$ cat src/rtl/flash_cmd_pkg.sv
package flash_cmd_pkg;
  localparam int CMD_LEN_W = 4;
  localparam logic [7:0] OP_STATUS = 8'h05;
  localparam logic [7:0] OP_WR_EN  = 8'h06;

  typedef enum logic [2:0] {ST_IDLE, ST_GAP, ST_LOAD, ST_SHIFT, ST_FIN} eng_state_t;
  typedef enum logic [1:0] {PH_POLL, PH_WREN, PH_MAIN} eng_phase_t;

  typedef struct packed {
    logic [7:0]           opcode;
    logic [CMD_LEN_W-1:0] len;
    logic                 wren;
    logic                 lfen;
    logic                 lfstop;
  } cmd_cfg_t;
endpackage

$ cat src/rtl/fce_bit_shifter.sv
module fce_bit_shifter #(
  parameter int HALF = 2
) (
  input  logic       clk,
  input  logic       rst,
  input  logic       start,
  input  logic [7:0] tx,
  input  logic       miso,
  output logic       sck,
  output logic       mosi,
  output logic       done,
  output logic [7:0] rx
);
  localparam int CW = $clog2(HALF + 1);

  logic          run;
  logic [CW-1:0] tick;
  logic [2:0]    bitn;
  logic [7:0]    sh;

  always_ff @(posedge clk) begin
    done <= 1'b0;
    if (rst) begin
      run  <= 1'b0;
      sck  <= 1'b0;
      mosi <= 1'b0;
      tick <= '0;
      bitn <= '0;
      sh   <= '0;
      rx   <= '0;
    end else if (start) begin
      run  <= 1'b1;
      sh   <= tx;
      mosi <= tx[7];
      tick <= '0;
      bitn <= '0;
      sck  <= 1'b0;
    end else if (run) begin
      if (tick == CW'(HALF - 1)) begin
        tick <= '0;
        if (!sck) begin
          sck <= 1'b1;
          rx  <= {rx[6:0], miso};
        end else begin
          sck <= 1'b0;
          if (bitn == 3'd7) begin
            run  <= 1'b0;
            done <= 1'b1;
          end else begin
            bitn <= bitn + 3'd1;
            sh   <= {sh[6:0], 1'b0};
            mosi <= sh[6];
          end
        end
      end else begin
        tick <= tick + 1'b1;
      end
    end
  end

  // IO0 may only move while SCK is low (mode 0 launch)
  assert_io0_hold_R2: assert property (@(posedge clk) disable iff (rst)
    sck |-> $stable(mosi));
endmodule

$ cat src/rtl/fce_data_regs.sv
module fce_data_regs #(
  parameter int WORD_W   = 32,
  parameter int IDX_BITS = 3
) (
  input  logic                clk,
  input  logic                rst,
  input  logic                host_en,
  input  logic [1:0]          host_we,
  input  logic [WORD_W-1:0]   host_wdata,
  input  logic                rx_we,
  input  logic [IDX_BITS-1:0] rx_idx,
  input  logic [7:0]          rx_byte,
  output logic [2*WORD_W-1:0] q
);
  localparam int BPW = WORD_W / 8;
  localparam int NB  = 2 * BPW;

  for (genvar b = 0; b < NB; b++) begin : g_byte
    logic [7:0] byte_q;
    always_ff @(posedge clk) begin
      if (rst)
        byte_q <= '0;
      else if (rx_we && rx_idx == IDX_BITS'(b))
        byte_q <= rx_byte;
      else if (host_en && host_we[b / BPW])
        byte_q <= host_wdata[(b % BPW)*8 +: 8];
    end
    assign q[b*8 +: 8] = byte_q;
  end
endmodule

$ cat src/rtl/flash_cmd_engine.sv
module flash_cmd_engine
  import flash_cmd_pkg::*;
#(
  parameter int SCK_HALF = 2,
  parameter int CSN_GAP  = 4,
  parameter int WORD_W   = 32
) (
  input  logic                 clk,
  input  logic                 rst,
  input  logic                 cfg_we,
  input  logic [7:0]           cfg_opcode,
  input  logic [CMD_LEN_W-1:0] cfg_len,
  input  logic                 cfg_io2,
  input  logic                 cfg_io3,
  input  logic                 cfg_wren,
  input  logic                 cfg_wipwait,
  input  logic                 cfg_lfen,
  input  logic                 cfg_lfstop,
  input  logic [1:0]           dat_we,
  input  logic [WORD_W-1:0]    dat_wdata,
  output logic [WORD_W-1:0]    dat0_q,
  output logic [WORD_W-1:0]    dat1_q,
  output logic                 busy,
  output logic                 ready,
  output logic                 spi_csn,
  output logic                 spi_sck,
  output logic                 spi_io0,
  input  logic                 spi_io1,
  output logic                 spi_io2,
  output logic                 spi_io3
);
  localparam int MAX_DATA = 2 * WORD_W / 8;
  localparam int IDX_W    = $clog2(MAX_DATA + 2);
  localparam int BI_W     = $clog2(MAX_DATA);
  localparam int GAP_W    = $clog2(CSN_GAP + 1);

  function automatic logic [IDX_W-1:0] payload_count(input logic [CMD_LEN_W-1:0] l);
    if (l == '0)                             return '0;
    else if (l > CMD_LEN_W'(MAX_DATA + 1))   return IDX_W'(MAX_DATA);
    else                                     return IDX_W'(l - 1'b1);
  endfunction

  eng_state_t        st;
  eng_phase_t        ph;
  cmd_cfg_t          cfg_q;
  logic              lf_active, has_op, stat_wip, csn_q, io2_q, io3_q, ready_q;
  logic [IDX_W-1:0]  seg_idx, seg_total;
  logic [GAP_W-1:0]  gap_cnt;
  logic [BI_W-1:0]   didx;
  logic [7:0]        sh_tx, sh_rx;
  logic              sh_start, sh_done, rx_we;
  logic [2*WORD_W-1:0] dat_q;

  assign didx     = BI_W'(seg_idx - IDX_W'(has_op));
  assign sh_start = (st == ST_LOAD);
  assign rx_we    = (st == ST_SHIFT) && sh_done && (ph == PH_MAIN) &&
                    !(has_op && seg_idx == '0);

  always_comb begin
    case (ph)
      PH_POLL: sh_tx = (seg_idx == '0) ? OP_STATUS : 8'h00;
      PH_WREN: sh_tx = OP_WR_EN;
      default: sh_tx = (has_op && seg_idx == '0) ? cfg_q.opcode : dat_q[8*didx +: 8];
    endcase
  end

  always_ff @(posedge clk) begin
    ready_q <= 1'b0;
    if (rst) begin
      st        <= ST_IDLE;
      ph        <= PH_MAIN;
      cfg_q     <= '0;
      lf_active <= 1'b0;
      has_op    <= 1'b0;
      stat_wip  <= 1'b0;
      csn_q     <= 1'b1;
      io2_q     <= 1'b1;
      io3_q     <= 1'b1;
      seg_idx   <= '0;
      seg_total <= '0;
      gap_cnt   <= '0;
    end else begin
      case (st)
        ST_IDLE: if (cfg_we) begin
          if (lf_active) begin
            cfg_q.len    <= cfg_len;
            cfg_q.lfen   <= cfg_lfen;
            cfg_q.lfstop <= cfg_lfstop;
            ph        <= PH_MAIN;
            has_op    <= 1'b0;
            seg_idx   <= '0;
            seg_total <= payload_count(cfg_len);
            st        <= (payload_count(cfg_len) == '0) ? ST_FIN : ST_LOAD;
          end else begin
            cfg_q   <= '{opcode: cfg_opcode, len: cfg_len, wren: cfg_wren,
                         lfen: cfg_lfen, lfstop: cfg_lfstop};
            io2_q   <= cfg_io2;
            io3_q   <= cfg_io3;
            ph      <= cfg_wipwait ? PH_POLL : (cfg_wren ? PH_WREN : PH_MAIN);
            gap_cnt <= '0;
            st      <= ST_GAP;
          end
        end
        ST_GAP: begin
          if (gap_cnt == GAP_W'(CSN_GAP - 1)) begin
            csn_q   <= 1'b0;
            seg_idx <= '0;
            has_op  <= (ph == PH_MAIN);
            case (ph)
              PH_POLL: seg_total <= IDX_W'(2);
              PH_WREN: seg_total <= IDX_W'(1);
              default: seg_total <= IDX_W'(1) + payload_count(cfg_q.len);
            endcase
            st <= ST_LOAD;
          end else begin
            gap_cnt <= gap_cnt + 1'b1;
          end
        end
        ST_LOAD: st <= ST_SHIFT;
        ST_SHIFT: if (sh_done) begin
          if (ph == PH_POLL && seg_idx == IDX_W'(1)) stat_wip <= sh_rx[0];
          if (seg_idx + 1'b1 == seg_total) st <= ST_FIN;
          else begin
            seg_idx <= seg_idx + 1'b1;
            st      <= ST_LOAD;
          end
        end
        ST_FIN: begin
          case (ph)
            PH_POLL: begin
              csn_q   <= 1'b1;
              gap_cnt <= '0;
              st      <= ST_GAP;
              if (!stat_wip) ph <= cfg_q.wren ? PH_WREN : PH_MAIN;
            end
            PH_WREN: begin
              csn_q   <= 1'b1;
              gap_cnt <= '0;
              ph      <= PH_MAIN;
              st      <= ST_GAP;
            end
            default: begin
              if (cfg_q.lfen && !cfg_q.lfstop) lf_active <= 1'b1;
              else begin
                lf_active <= 1'b0;
                csn_q     <= 1'b1;
              end
              ready_q <= 1'b1;
              st      <= ST_IDLE;
            end
          endcase
        end
        default: st <= ST_IDLE;
      endcase
    end
  end

  fce_bit_shifter #(.HALF(SCK_HALF)) u_shift (
    .clk(clk), .rst(rst), .start(sh_start), .tx(sh_tx), .miso(spi_io1),
    .sck(spi_sck), .mosi(spi_io0), .done(sh_done), .rx(sh_rx)
  );

  fce_data_regs #(.WORD_W(WORD_W), .IDX_BITS(BI_W)) u_regs (
    .clk(clk), .rst(rst), .host_en(st == ST_IDLE), .host_we(dat_we),
    .host_wdata(dat_wdata), .rx_we(rx_we), .rx_idx(didx), .rx_byte(sh_rx),
    .q(dat_q)
  );

  assign dat0_q  = dat_q[WORD_W-1:0];
  assign dat1_q  = dat_q[2*WORD_W-1:WORD_W];
  assign busy    = (st != ST_IDLE);
  assign ready   = ready_q;
  assign spi_csn = csn_q;
  assign spi_io2 = io2_q;
  assign spi_io3 = io3_q;

  assert_sck_idle_R2: assert property (@(posedge clk) disable iff (rst)
    spi_csn |-> !spi_sck);
  assert_io_static_R5: assert property (@(posedge clk) disable iff (rst)
    (!spi_csn && $past(!spi_csn)) |-> ($stable(spi_io2) && $stable(spi_io3)));
  assert_ready_pulse_R8: assert property (@(posedge clk) disable iff (rst)
    ready |=> !ready);
  assert_ready_idle_R8: assert property (@(posedge clk) disable iff (rst)
    ready |-> !busy);
  assert_busy_lock_R9: assert property (@(posedge clk) disable iff (rst)
    (busy && !ready) |=> (busy || ready));
endmodule

$ cat config.mk
export PLATFORM = sky130hd
export DESIGN_NAME = flash_cmd_engine
export DESIGN_NICKNAME = d
export VERILOG_FILES = /design/src/rtl/flash_cmd_pkg.sv /design/src/rtl/fce_bit_shifter.sv /design/src/rtl/fce_data_regs.sv /design/src/rtl/flash_cmd_engine.sv
export SDC_FILE = /design/constraint.sdc
export NUM_CORES = 1
export LEC_CHECK = 0
export ABC_AREA = 1
export ABC_CLOCK_PERIOD_IN_PS = 2820
export BUFFER_PORTS_ARGS = -buffer_cell sky130_fd_sc_hd__buf_2
export CORE_ASPECT_RATIO = 0.8
export CORE_MARGIN = 1.5
export CORE_UTILIZATION = 56
export CTS_CLUSTER_SIZE = 14
export DETAILED_ROUTE_END_ITERATION = 7
export PLACE_DENSITY = 0.79
export SLEW_MARGIN = 10
export SYNTH_ARGS = -nofsm -noshare
export SYNTH_HDL_FRONTEND = slang
export SYNTH_SLANG_ARGS = --single-unit
export TNS_END_PERCENT = 10
$ cat constraint.sdc
create_clock -name clk -period 2.82 [get_ports clk]
set_input_delay 0.564 -clock clk [delete_from_list [all_inputs] [get_ports clk]]
set_output_delay 0.564 -clock clk [all_outputs]
set_load 0.02 [all_outputs]
# After elaboration in Yosys (flattened, before gate mapping)
# Cells that the tools add are included.
# totals
input_bits	56
ff_bits	126
wordCells	231
# classes
muxes	89
reduce_logical	60
n_lt_le_gt_ge	2
addsub	8
eq_ne	30
shifts	1
n_bitwise	8
# op_table
op	count
8-bit 2-to-1 mux	17
4-bit 2-to-1 mux	18
64-bit by 7-bit variable part select with 8-bit output	1
7-bit 2-to-1 mux	5
3-bit 2-to-1 mux	11
2-bit nonzero test	14
1-bit 2-to-1 mux	21
4-bit AND reduction	5
3-bit == test (second input constant)	6
1-bit logical AND	16
4-bit zero test	4
2-bit != test (second input constant)	8
4-bit case mux with 2 select lines	2
8-bit case mux with 2 select lines	1
3-bit by 2-bit == test with 1-bit output (second input constant)	5
3-bit case mux with 5 select lines	1
2-bit 2-to-1 mux	7
4-bit case mux with 3 select lines	1
3-bit AND reduction	4
3-bit != test (second input constant)	3
3-bit case mux with 3 select lines	1
3-bit nonzero test	3
4-bit > comparator (second input constant)	2
1-bit NOT	8
other kinds (22)	34

# Longest topological paths before layout
# Gate-level depths: netlist of the first run.
# depth
depth_word	12
depth_mapped	13
mapped_depth_nobuf	13

# Hierarchy
# From an unflattened synthesis of the first run, not the netlist that was laid out.
# unflattened
hier_cells	1105
hier_area_um2	7258.2
# modules_own_cells
module	cells_each	seq_area_each_um2	instances	area_each_um2
fce_data_regs	518	1281.2	1	3339.5
flash_cmd_engine	453	760.7	1	2911.5
fce_bit_shifter	134	480.5	1	1007.2

# Worst setup path after synthesis of the first run
# No wires, ideal clock.
# synth_timing
kind	reg2reg
startpoint	reg seg_idx[0]
endpoint	reg u_shift.sh[3]
slack_ns	0.734
setup_time_ns	0.119
path_stages_with_launch	12
synth_period_minus_slack_ns	2.086
arrival_time_ns	1.966
path_cell_list	dfxtp_1 > inv_1 > ha_1 > ha_1 > inv_1 > nor2_1 > clkbuf_1 > a21oi_1 > o211ai_1 > nand3_1 > nand2_1 > a21oi_1
# synth_between
elab_chain_cells	5
# synth_lines
element	line	source
start: declaration	flash_cmd_engine.sv:47	logic [IDX_W-1:0] seg_idx, seg_total;
start signal: assignment	flash_cmd_engine.sv:124	seg_idx <= seg_idx + 1'b1;
3-bit by 1-bit subtractor with 3-bit output or 4-bit zero test (tied branches)	flash_cmd_engine.sv:54, flash_cmd_engine.sv:63	
64-bit by 7-bit variable part select with 8-bit output or 1-bit logical AND (tied branches)	flash_cmd_engine.sv:63	default: sh_tx = (has_op && seg_idx == '0) ? cfg_q.opcode : dat_q[8*didx +: 8];
8-bit 2-to-1 mux (*)	flash_cmd_engine.sv:63	
8-bit case mux with 2 select lines (*)	flash_cmd_engine.sv:60	case (ph)
7-bit 2-to-1 mux (*)	fce_bit_shifter.sv:31	end else if (start) begin
end signal: assignment	fce_bit_shifter.sv:33	sh <= tx;
end signal: assignment	fce_bit_shifter.sv:51	sh <= {sh[6:0], 1'b0};
end: declaration	fce_bit_shifter.sv:19	logic [7:0] sh;
# Mark *: on every way between the ends. The rest lies on a longest branch, timed or not.
# A chain may end at the register's enable or synchronous reset.

# Worst setup path after layout of the first run
# layout_timing
startpoint	reg seg_idx[0]
endpoint	reg u_regs.g_byte[7].byte_q[1]
# layout_between
elab_chain_cells	6
# layout_lines
element	line	source
parallel branches: the longest is 4 deep, another holds 3-bit by 1-bit subtractor with 3-bit output	--	
1-bit logical AND (*)	fce_data_regs.sv:23	else if (rx_we && rx_idx == IDX_BITS'(b))
8-bit 2-to-1 mux or 2-bit nonzero test (tied branches)	--	
end signal: assignment	fce_data_regs.sv:24	byte_q <= rx_byte;
end signal: assignment	fce_data_regs.sv:26	byte_q <= host_wdata[(b % BPW)*8 +: 8];
end: declaration	fce_data_regs.sv:19	logic [7:0] byte_q;
# Every way passes the cells marked *.

==> results of run 1 <==
==> layer usage <==
| metal | GRT usage | wire length [microns] | vias up | share of wire |
|---|---|---|---|---|
| met5 | 0 | 0 | - | 0 |
| met4 | 0.112 | 411 | 0 | 0.020 |
| met3 | 0.0592 | 1990 | 47 | 0.098 |
| met2 | 0.471 | 8640 | 382 | 0.43 |
| met1 | 0.453 | 9170 | 3276 | 0.45 |
| li1 | - | - | 3503 | - |
==> power groups by stage <==
| stage | clock [mW] | combinational, mW | sequential, mW |
|---|---|---|---|
| floorplan | 0 | 1.74 | 2.55 |
| global placement | 0 | 2.61 | 2.43 |
| detailed placement | 0 | 2.65 | 2.43 |
| CTS | 2.20 | 2.69 | 2.40 |
| global route | 2.29 | 3.03 | 2.45 |
| finish | 2.21 | 2.75 | 2.42 |
==> cell type report <==
type / instances / share of cell area
clock buffer: 20 / 0.0567
clock inverter: 12 / 0.0171
inverter: 112 / 0.0522
multi-input combinational: 700 / 0.442
sequential: 126 / 0.313
tap: 148 / 0.0230
timing repair buffer: 143 / 0.0957
==> synth_stat cells (2+ instances only) <==
master and number:
nand2_1 186, o21ai_0 142, dfxtp_1 126, nor2_1 105, inv_1 103, a21oi_1 99
nand3_1 41, o21ai_1 32, clkbuf_1 28, ha_1 14, mux2_2 14, nand4_1 12
buf_2 11, nor2_4 9, a22oi_1 8, buf_6 8, o211ai_1 7, clkinv_1 6
nor3_1 4, a31oi_1 3, inv_2 3, nand2_4 3, a211oi_1 2, a21oi_2 2
buf_1 2, o31ai_1 2, xnor2_1 2, xor2_1 2
==> per-stage QoR <==
step	hold WS (ns)	area, sq um
finish	0.354	8050
global route	0.365	8050
CTS	0.349	8050
detailed placement	0.442	7460
global placement	0.444	7460
floorplan	0.430	6760
==> state kept, by name (all words and copies together) (netlist names), 3 cells and up <==
register,cells
cfg_q,15
gap_cnt,3
seg_idx,4
seg_total,4
st,3
u_regs.g_byte.byte_q,64
u_shift.bitn,3
u_shift.rx,8
u_shift.sh,7
==> worst max-delay path: stages (launching register included) <==
cell	delay [ns]
dfxtp_1	0.43
inv_1	0.13
ha_1	0.20
ha_1	0.34
inv_1	0.11
nand2_1	0.23
nor2_4	0.46
inv_1	0.14
nor2_1	0.16
nor2_1	0.07
==> how the worst min path moves through the flow <==
stage	startpoint	end	slack [ns]	depth (start not counted)
finish	cfg_io2	spi_io2	0.35	3
floorplan	cfg_q[7]	cfg_q[7]	0.43	2
global route	cfg_io2	spi_io2	0.37	3
CTS	cfg_io2	spi_io2	0.35	3
detailed placement	spi_io2	spi_io2	0.44	2
global placement	spi_io2	spi_io2	0.44	2
==> logic make-up after synthesis <==
logic type      after synthesis
simple gates                366
compound gates              301
buf+inv                     162
flops                       126
mux                          14
fa+ha+maj                    14
xor+xnor                      5
==> run_results.csv, run 1 <==
group,metric,value,unit
logic_synthesis,ys_top_cells_by_area,"dfxtp_1 37%, o21ai_0 11%, nand2_1 10%",
setup_path,worst_ep_arrival_time,2.68,ns
layout,final_cells,1261,
timing,layout_worst_path_cycle_share,0.842,
logic_synthesis,synth_warnings,0,
global_route,grt_max_degree,42,
logic_synthesis,synth_edf_count,0,
place,dpl.cell_count,1229,
cts,cts_tree,"built",
logic_synthesis,synth.area.mux_share,0.0233,
global_route,grt_usage,0.314,
logic_synthesis,syn_nets,1058,
logic_synthesis,ys_types,40,
power,p_seq_frac,0.328,
run,drv_cap,0,
drt,ant_nets,0,
layout,drive_above_1_share,0.191,
cts,cts_setup_buffers,0,
power,ir_drop,509,uV
cts,clock_path_buffers,2,
logic_synthesis,synth_compound_area_frac,0.233,
logic_synthesis,yosysTopAreaCell,"dfxtp_1",
run_status,status,"finished with violations",
floorplan,dieArea,12700,sq um
run_status,failed_checks,"DRC",
drt,first_pass_iters,8,
drt,drt_iter0_markers,892,
setup_path,crit_path_max_fanout,15,
timing,max_slew_margin,0.563,
logic_synthesis,synth_cells,988,
drt,vias,7208,
timing,worst_slew_pin_slew,0.656,ns
power,power.total,7.37,mW
cts,htreeDepth,4,
cts,cts_buffers,17,
logic_synthesis,avgSynthCellArea,6.84,sq um
timing,timing.fmax,421,MHz
logic_synthesis,netlist_area,6760,sq um
cts,clk_pin_slew,0.06,ns
layout,antenna_cells,0,
setup_path,start_kind,"flop",
global_route,grt_pass1_wl,31700,microns
cts,cts.sinks,126,
timing,fin_setup_tns,0,ns
setup_path,crit_path_end,"u_regs.g_byte[7].byte_q[1]",
power,p_leak,3.82,nW
floorplan,fp.dieH,101,microns
timing,fin_crit,2.37,ns
cts,clkLatencyLatePin,0.42,ns
layout,fin_nets,1170,
worst_hold_path,hold_class,"in2reg",
timing,finalHoldViolCount,0,
cts,cts_root_buf,"clkbuf_16",
setup_path,rrSetupSlack,0.45,ns
global_route,antenna_found_initial,0,
timing,skew,0.0107,ns
setup_path,crit_required,3.12,ns
layout,final_common_cell,"nand2_1",
floorplan,initial_core_util,0.581,
drt,route.detailed.wl_per_inst,16.0,microns
timing,rsz0062_at_grt,"false",
timing,worst_slack,0.447,ns
timing,slew_violations,0,
drt,drc_errors,1,
cts,hold_buffers,0,
floorplan,ios,127,
place,dpl.hpwl,14000,microns
setup_path,reg2reg_to,"u_regs.g_byte[7].byte_q[1]",
place,port_buffers,126,
layout,register_area,2520,sq um
floorplan,die_w,126,microns
logic_synthesis,synthFlopType,"dfxtp_1",
logic_synthesis,synth-seq-area-share,0.373,
power,clkPwrFrac,0.299,
logic_synthesis,synthAdderAreaFrac,0.0259,
floorplan,rows,35,
layout,multi_input_area,3560,sq um
cts,postCtsResizedCells,0,
global_route,grt_pass1_vias,6397,
power,p_sw,2.96,mW
power,p_comb_frac,0.373,
setup_path,r2r_start,"seg_idx[0]",
layout,fillers,1028,
setup_path,path_class,"reg2reg",
place,gp_congestion,0.902,
logic_synthesis,synth_top_family_by_area,"simple AND/OR/NAND/NOR gates",
setup_path,rr_worst_depth,9,
timing,setup_viol,0,
logic_synthesis,synth_top_area_share,0.373,
layout,final_cell_mix,"186 x nand2_1, 142 x o21ai_0, 126 x dfxtp_1, 126 x buf_2, 103 x nor2_1",
logic_synthesis,ys_seq_elements,126,
drt,routed_via_density,5.72,
setup_path,critPathLaunch,"seg_idx[0]",
logic_synthesis,synth_xor_area_frac,0.00925,
logic_synthesis,async_reset_ff_frac,0,
power,power_density,915,nW/um^2
setup_path,end_kind,"flop",
global_route,grt_overflow_total,0,
logic_synthesis,yosys.area_share.simple,0.234,
place,dp_slack,0.536,ns
layout,syn_to_final_growth,19.1,%
power,intPower,4.41,mW
layout,utilization,0.691,
drt,wl,20200,microns
floorplan,core,11600,sq um
power,p_sw_frac,0.402,
No activity file was read; power rests on OpenSTA's default activity.
==> inputs of run 2 (changes only) <==
--- a/config.mk
+++ b/config.mk
@@ -6,7 +6,7 @@
 export NUM_CORES = 1
 export LEC_CHECK = 0
 export ABC_AREA = 1
-export ABC_CLOCK_PERIOD_IN_PS = 2820
+export ABC_CLOCK_PERIOD_IN_PS = 2400
 export BUFFER_PORTS_ARGS = -buffer_cell sky130_fd_sc_hd__buf_2
 export CORE_ASPECT_RATIO = 0.8
 export CORE_MARGIN = 1.5
==> constraint.sdc (replaced) <==
create_clock -name clk -period 2.4 [get_ports clk]
set_input_delay 0.48 -clock clk [delete_from_list [all_inputs] [get_ports clk]]
set_output_delay 0.48 -clock clk [all_outputs]
set_load 0.02 [all_outputs]
==> run 2 against run 1 <==
  * The run still ends with DRC left
  * Clock skew is 0.0012 ns lower
  * Clock power increased by 33%
  * Register-to-register slack worse by 0.15 ns
  * Final cell count increased by 0.63%
  * Via count decreased by 0.26%
  * Total power rose by 23%
==> run_results.csv, run 2 (synthesis gave the netlist of run 1 again) <==
group,metric,value,unit
power,power.total,9.04,mW
floorplan,core,11600,sq um
global_route,antenna_found_initial,0,
cts,cts_setup_buffers,0,
global_route,grt_usage,0.316,
drt,route.detailed.wl_per_inst,15.9,microns
layout,drive_above_1_share,0.198,
cts,cts_buffers,17,
layout,top_regs,"u_regs.g_byte.byte_q x64, cfg_q x15, u_shift.rx x8",
power,p_comb_frac,0.363,
run_status,status,"finished with violations",
setup_path,crit_required,1.92,ns
timing,skew,0.00940,ns
setup_path,worst_ep_arrival_time,1.65,ns
layout,final_common_cell,"nand2_1",
power,p_sw,3.46,mW
timing,setup_viol,0,
power,intPower,5.57,mW
power,p_seq_frac,0.312,
layout,fillers,991,
timing,layout_worst_path_cycle_share,0.886,
cts,clock_path_buffers,2,
timing,worst_slew_pin_slew,0.593,ns
power,p_leak,3.90,nW
drt,ant_nets,0,
power,clkPwrFrac,0.326,
power,power_density,1100,nW/um^2
setup_path,crit_path_max_fanout,12,
cts,clk_pin_slew,0.06,ns
place,gp_congestion,0.849,
setup_path,cp_cell_sequence,"inv_1 > nand2_1 > buf_2",
layout,fin_nets,1179,
global_route,grt_pass1_wl,31700,microns
layout,largest_reg_flops,64,
layout,register_area,2520,sq um
timing,timing.fmax,470,MHz
cts,cts_root_buf,"clkbuf_16",
floorplan,rows,35,
drt,drc_errors,5,
power,ir_drop,752,uV
run_status,failed_checks,"DRC",
timing,fin_crit,2.13,ns
global_route,grt_max_degree,40,
setup_path,crit_slowest_cell,"dfxtp_1",
cts,cts_tree,"built",
cts,cts.sinks,126,
run,drv_cap,0,
layout,largest_register,"u_regs.g_byte.byte_q",
worst_hold_path,hold_class,"in2reg",
floorplan,fp.dieH,101,microns
drt,routed_via_density,5.67,
floorplan,initial_core_util,0.581,
cts,hold_buffers,0,
layout,syn_to_final_growth,21.1,%
setup_path,slowest_delay,0.45,ns
cts,htreeDepth,4,
layout,antenna_cells,0,
power,p_sw_frac,0.383,
place,dpl.hpwl,14200,microns
place,port_buffers,126,
floorplan,die_w,126,microns
drt,first_pass_iters,8,
cts,postCtsResizedCells,0,
setup_path,end_kind,"output port",
floorplan,dieArea,12700,sq um
layout,final_cell_mix,"186 x nand2_1, 142 x o21ai_0, 126 x dfxtp_1, 126 x buf_2, 103 x nor2_1",
layout,multi_input_area,3560,sq um
drt,vias,7189,
timing,finalHoldViolCount,0,
global_route,grt_pass1_vias,6292,
setup_path,path_class,"reg2out",
setup_path,start_kind,"flop",
drt,wl,20100,microns
cts,clkLatencyLatePin,0.43,ns
timing,fin_setup_tns,0,ns
drt,drt_iter0_markers,766,
global_route,grt_overflow_total,0,
timing,rsz0062_at_grt,"false",
timing,max_slew_margin,0.603,
timing,slew_violations,0,
floorplan,ios,127,
## run 2: cell count changes in the layout (fill, tap and decap cells not counted)
cell / delta
bufinv_16: +4
inv_6: +1
buf_4: +9
clkbuf_1: -1
clkinv_4: -3
clkbuf_8: -2
## run 2: worst paths after layout
path | startpoint | depth (start not counted) | slack (ns) | end
max | st[2] | 3 | 0.27 | busy
min | cfg_io2 | 3 | 0.27 | spi_io2
max reg2reg | seg_idx[0] | 13 | 0.30 | u_shift.sh[0]
min reg2reg | spi_io2 | 2 | 0.46 | spi_io2
## run 2: final cells by class
| class | count | area share |
|---|---|---|
| Clock inverter | 14 | 0.0293 |
| Tap cell | 148 | 0.0226 |
| Inverter | 112 | 0.0513 |
| Timing Repair Buffer | 152 | 0.102 |
| Multi-Input combinational cell | 700 | 0.435 |
| Clock buffer | 17 | 0.0519 |
| Sequential cell | 126 | 0.308 |
## run 2: critical path, delay by kind of cell, from the launching register on
family / cells / cell delay (ns)
simple gates: 1 / 0.41
flops: 1 / 0.45
buf+inv: 2 / 0.36
## run 2: layer usage
layer  track usage  routed length, microns  vias to the layer above
met4        0.0875                     265                        0
met5             0                       0                        -
met1         0.442                    9110                     3264
li1              -                       -                     3516
met2         0.493                    8680                      380
met3        0.0718                    2090                       29
## run 2: power by group through the flow
stage | Combinational, mW | Clock (mW) | Sequential (mW)
6_report | 3.28 | 2.94 | 2.82
5_1_grt | 3.63 | 3.02 | 2.85
4_1_cts | 3.23 | 2.94 | 2.80
3_5_place_dp | 3.18 | 0 | 2.84
3_3_place_gp | 3.12 | 0 | 2.84
2_1_floorplan | 2.04 | 0 | 2.99
## run 2: metrics by stage
stage               std cells  setup slack, ns  hold slack, ns   util  cell area (sq um)
CTS                      1269            0.296           0.270  0.703               8190
detailed placement       1238            0.311           0.449  0.646               7530
global placement         1238            0.346           0.445  0.646               7530
floorplan                 988            0.314           0.430      -               6760
global route             1269           0.0785           0.299  0.703               8190
finish                   1269            0.274           0.267  0.703               8190
==> inputs of run 3 (changes only) <==
--- a/config.mk
+++ b/config.mk
@@ -6,14 +6,14 @@
 export NUM_CORES = 1
 export LEC_CHECK = 0
 export ABC_AREA = 1
-export ABC_CLOCK_PERIOD_IN_PS = 2400
+export ABC_CLOCK_PERIOD_IN_PS = 2750
 export BUFFER_PORTS_ARGS = -buffer_cell sky130_fd_sc_hd__buf_2
 export CORE_ASPECT_RATIO = 0.8
 export CORE_MARGIN = 1.5
-export CORE_UTILIZATION = 56
+export CORE_UTILIZATION = 60
 export CTS_CLUSTER_SIZE = 14
 export DETAILED_ROUTE_END_ITERATION = 7
-export PLACE_DENSITY = 0.79
+export PLACE_DENSITY = 0.84
 export SLEW_MARGIN = 10
 export SYNTH_ARGS = -nofsm -noshare
 export SYNTH_HDL_FRONTEND = slang
==> constraint.sdc (replaced) <==
create_clock -name clk -period 2.75 [get_ports clk]
set_input_delay 0.55 -clock clk [delete_from_list [all_inputs] [get_ports clk]]
set_output_delay 0.55 -clock clk [all_outputs]
set_load 0.02 [all_outputs]
==> run 3 against run 2 <==
  * The run now ends clean
  * Routed wire length hardly changed
  * Largest power group unchanged
  * Cell area decreased by 1.2%
  * Via count grew 1.0%
  * Global-route usage increased by 2.6 points
  * Largest cell class unchanged
  * Combinational power decreased by 13%
  * Total power fell by 15%
  * Utilization rose by 3.7 points
==> run_results.csv, run 3 (synthesis gave the netlist of run 1 again) <==
group,metric,value,unit
power,p_leak,3.85,nW
setup_path,r2r_start,"seg_idx[0]",
global_route,grt_overflow_total,0,
place,dpl.hpwl,13800,microns
power,ir_drop,619,uV
power,p_sw,2.96,mW
global_route,grt_pass1_wl,32400,microns
timing,slew_violations,0,
drt,routed_via_density,5.78,
setup_path,worst_ep_arrival_time,1.86,ns
place,port_buffers,126,
setup_path,start_kind,"flop",
layout,register_area,2520,sq um
drt,vias,7263,
global_route,antenna_found_initial,0,
timing,finalHoldViolCount,0,
cts,clk_pin_slew,0.05,ns
timing,fin_setup_tns,0,ns
power,p_sw_frac,0.385,
floorplan,initial_core_util,0.619,
cts,clkLatencyLatePin,0.41,ns
cts,hold_buffers,0,
drt,first_pass_iters,6,
floorplan,die_w,122,microns
layout,largest_reg_flops,64,
layout,final_common_cell,"nand2_1",
cts,cts_tree,"built",
timing,setup_viol,0,
drt,wl,20100,microns
floorplan,fp.dieH,98.0,microns
place,dp_slack,0.547,ns
layout,largest_register,"u_regs.g_byte.byte_q",
worst_hold_path,worstHoldStart,"cfg_io2",
timing,rsz0062_at_grt,"false",
drt,drc_errors,0,
floorplan,dieArea,11900,sq um
floorplan,rows,34,
cts,cts_root_buf,"clkbuf_16",
floorplan,ios,127,
power,power_density,948,nW/um^2
timing,fin_crit,2.41,ns
layout,final_cell_mix,"186 x nand2_1, 142 x o21ai_0, 126 x dfxtp_1, 126 x buf_2, 103 x nor2_1",
timing,timing.fmax,415,MHz
cts,cts_setup_buffers,0,
setup_path,path_class,"reg2out",
timing,worst_slack,0.339,ns
drt,route.detailed.wl_per_inst,16.0,microns
setup_path,critPathLaunch,"st[2]",
worst_hold_path,hold_class,"in2reg",
layout,fin_nets,1172,
layout,top_regs,"u_regs.g_byte.byte_q x64, cfg_q x15, u_shift.rx x8",
layout,antenna_cells,0,
drt,drt_iter0_markers,887,
timing,layout_worst_path_cycle_share,0.877,
setup_path,crit_path_max_fanout,15,
floorplan,core,10900,sq um
setup_path,crit_required,2.20,ns
layout,drive_above_1_share,0.191,
run,drv_cap,0,
drt,ant_nets,0,
layout,utilization,0.741,
power,clkPwrFrac,0.306,
global_route,grt_usage,0.342,
cts,postCtsResizedCells,0,
power,intPower,4.72,mW
setup_path,end_kind,"output port",
power,p_comb_frac,0.370,
global_route,grt_max_degree,49,
layout,syn_to_final_growth,19.7,%
timing,skew,0.00864,ns
layout,multi_input_area,3560,sq um
layout,fillers,851,
global_route,grt_pass1_vias,6679,
place,gp_congestion,0.914,
power,p_seq_frac,0.323,
timing,worst_slew_pin_slew,0.664,ns
cts,clock_path_buffers,2,
cts,cts_buffers,17,
cts,cts.sinks,126,
cts,htreeDepth,4,
timing,max_slew_margin,0.557,
run_status,status,"completed",
-- run 3: cell types whose count changed in the layout (fill, tap and decap cells not counted) --
cell,delta
buf_12,+1
buf_4,-8
bufinv_16,-3
clkbuf_1,+1
clkbuf_8,+6
clkinv_2,-1
clkinv_4,-1
clkinvlp_4,-2
inv_6,-2
-- run 3: area by class of cell --
type,instances,share of cell area
multi-input combinational,700,0.440
sequential,126,0.312
timing repair buffer,145,0.0986
clock buffer,24,0.0632
inverter,112,0.0519
tap,144,0.0223
clock inverter,5,0.0128
-- run 3: metal layers --
layer,up-vias,track usage,routed length [microns]
met5,-,0,0
met4,0,0.109,367
met3,49,0.0678,2240
met2,442,0.522,8740
met1,3280,0.487,8800
li1,3492,-,-
-- run 3: worst paths after layout --
kind	slack, ns	end	depth (start not counted)
min reg2reg	0.45	gap_cnt[2]	2
max	0.34	busy	4
max reg2reg	0.45	u_shift.sh[0]	13
min	0.34	spi_io2	3
-- run 3: power groups by stage --
| stage | registers [mW] | logic (mW) | clock network [mW] |
|---|---|---|---|
| 5_1_grt | 2.52 | 3.15 | 2.42 |
| 4_1_cts | 2.47 | 2.80 | 2.34 |
| 2_1_floorplan | 2.61 | 1.78 | 0 |
| 3_5_place_dp | 2.49 | 2.75 | 0 |
| 6_report | 2.48 | 2.84 | 2.35 |
| 3_3_place_gp | 2.49 | 2.70 | 0 |
-- run 3: worst max-delay path, stage by stage, from the launching register on --
cell and delay [ns]:
dfxtp_1 0.44, inv_1 0.08, nand2_1 0.47, buf_4 0.27, buf_2 0.18
-- run 3: through the flow --
step	instances	hold WS, ns	power (mW)	cell area (sq um)
after floorplan	988	0.430	4.40	6760
after global placement	1227	0.441	5.19	7480
after detailed placement	1227	0.448	5.24	7480
after CTS	1256	0.340	7.61	8100
after global routing	1256	0.363	8.09	8100
final	1256	0.344	7.67	8100
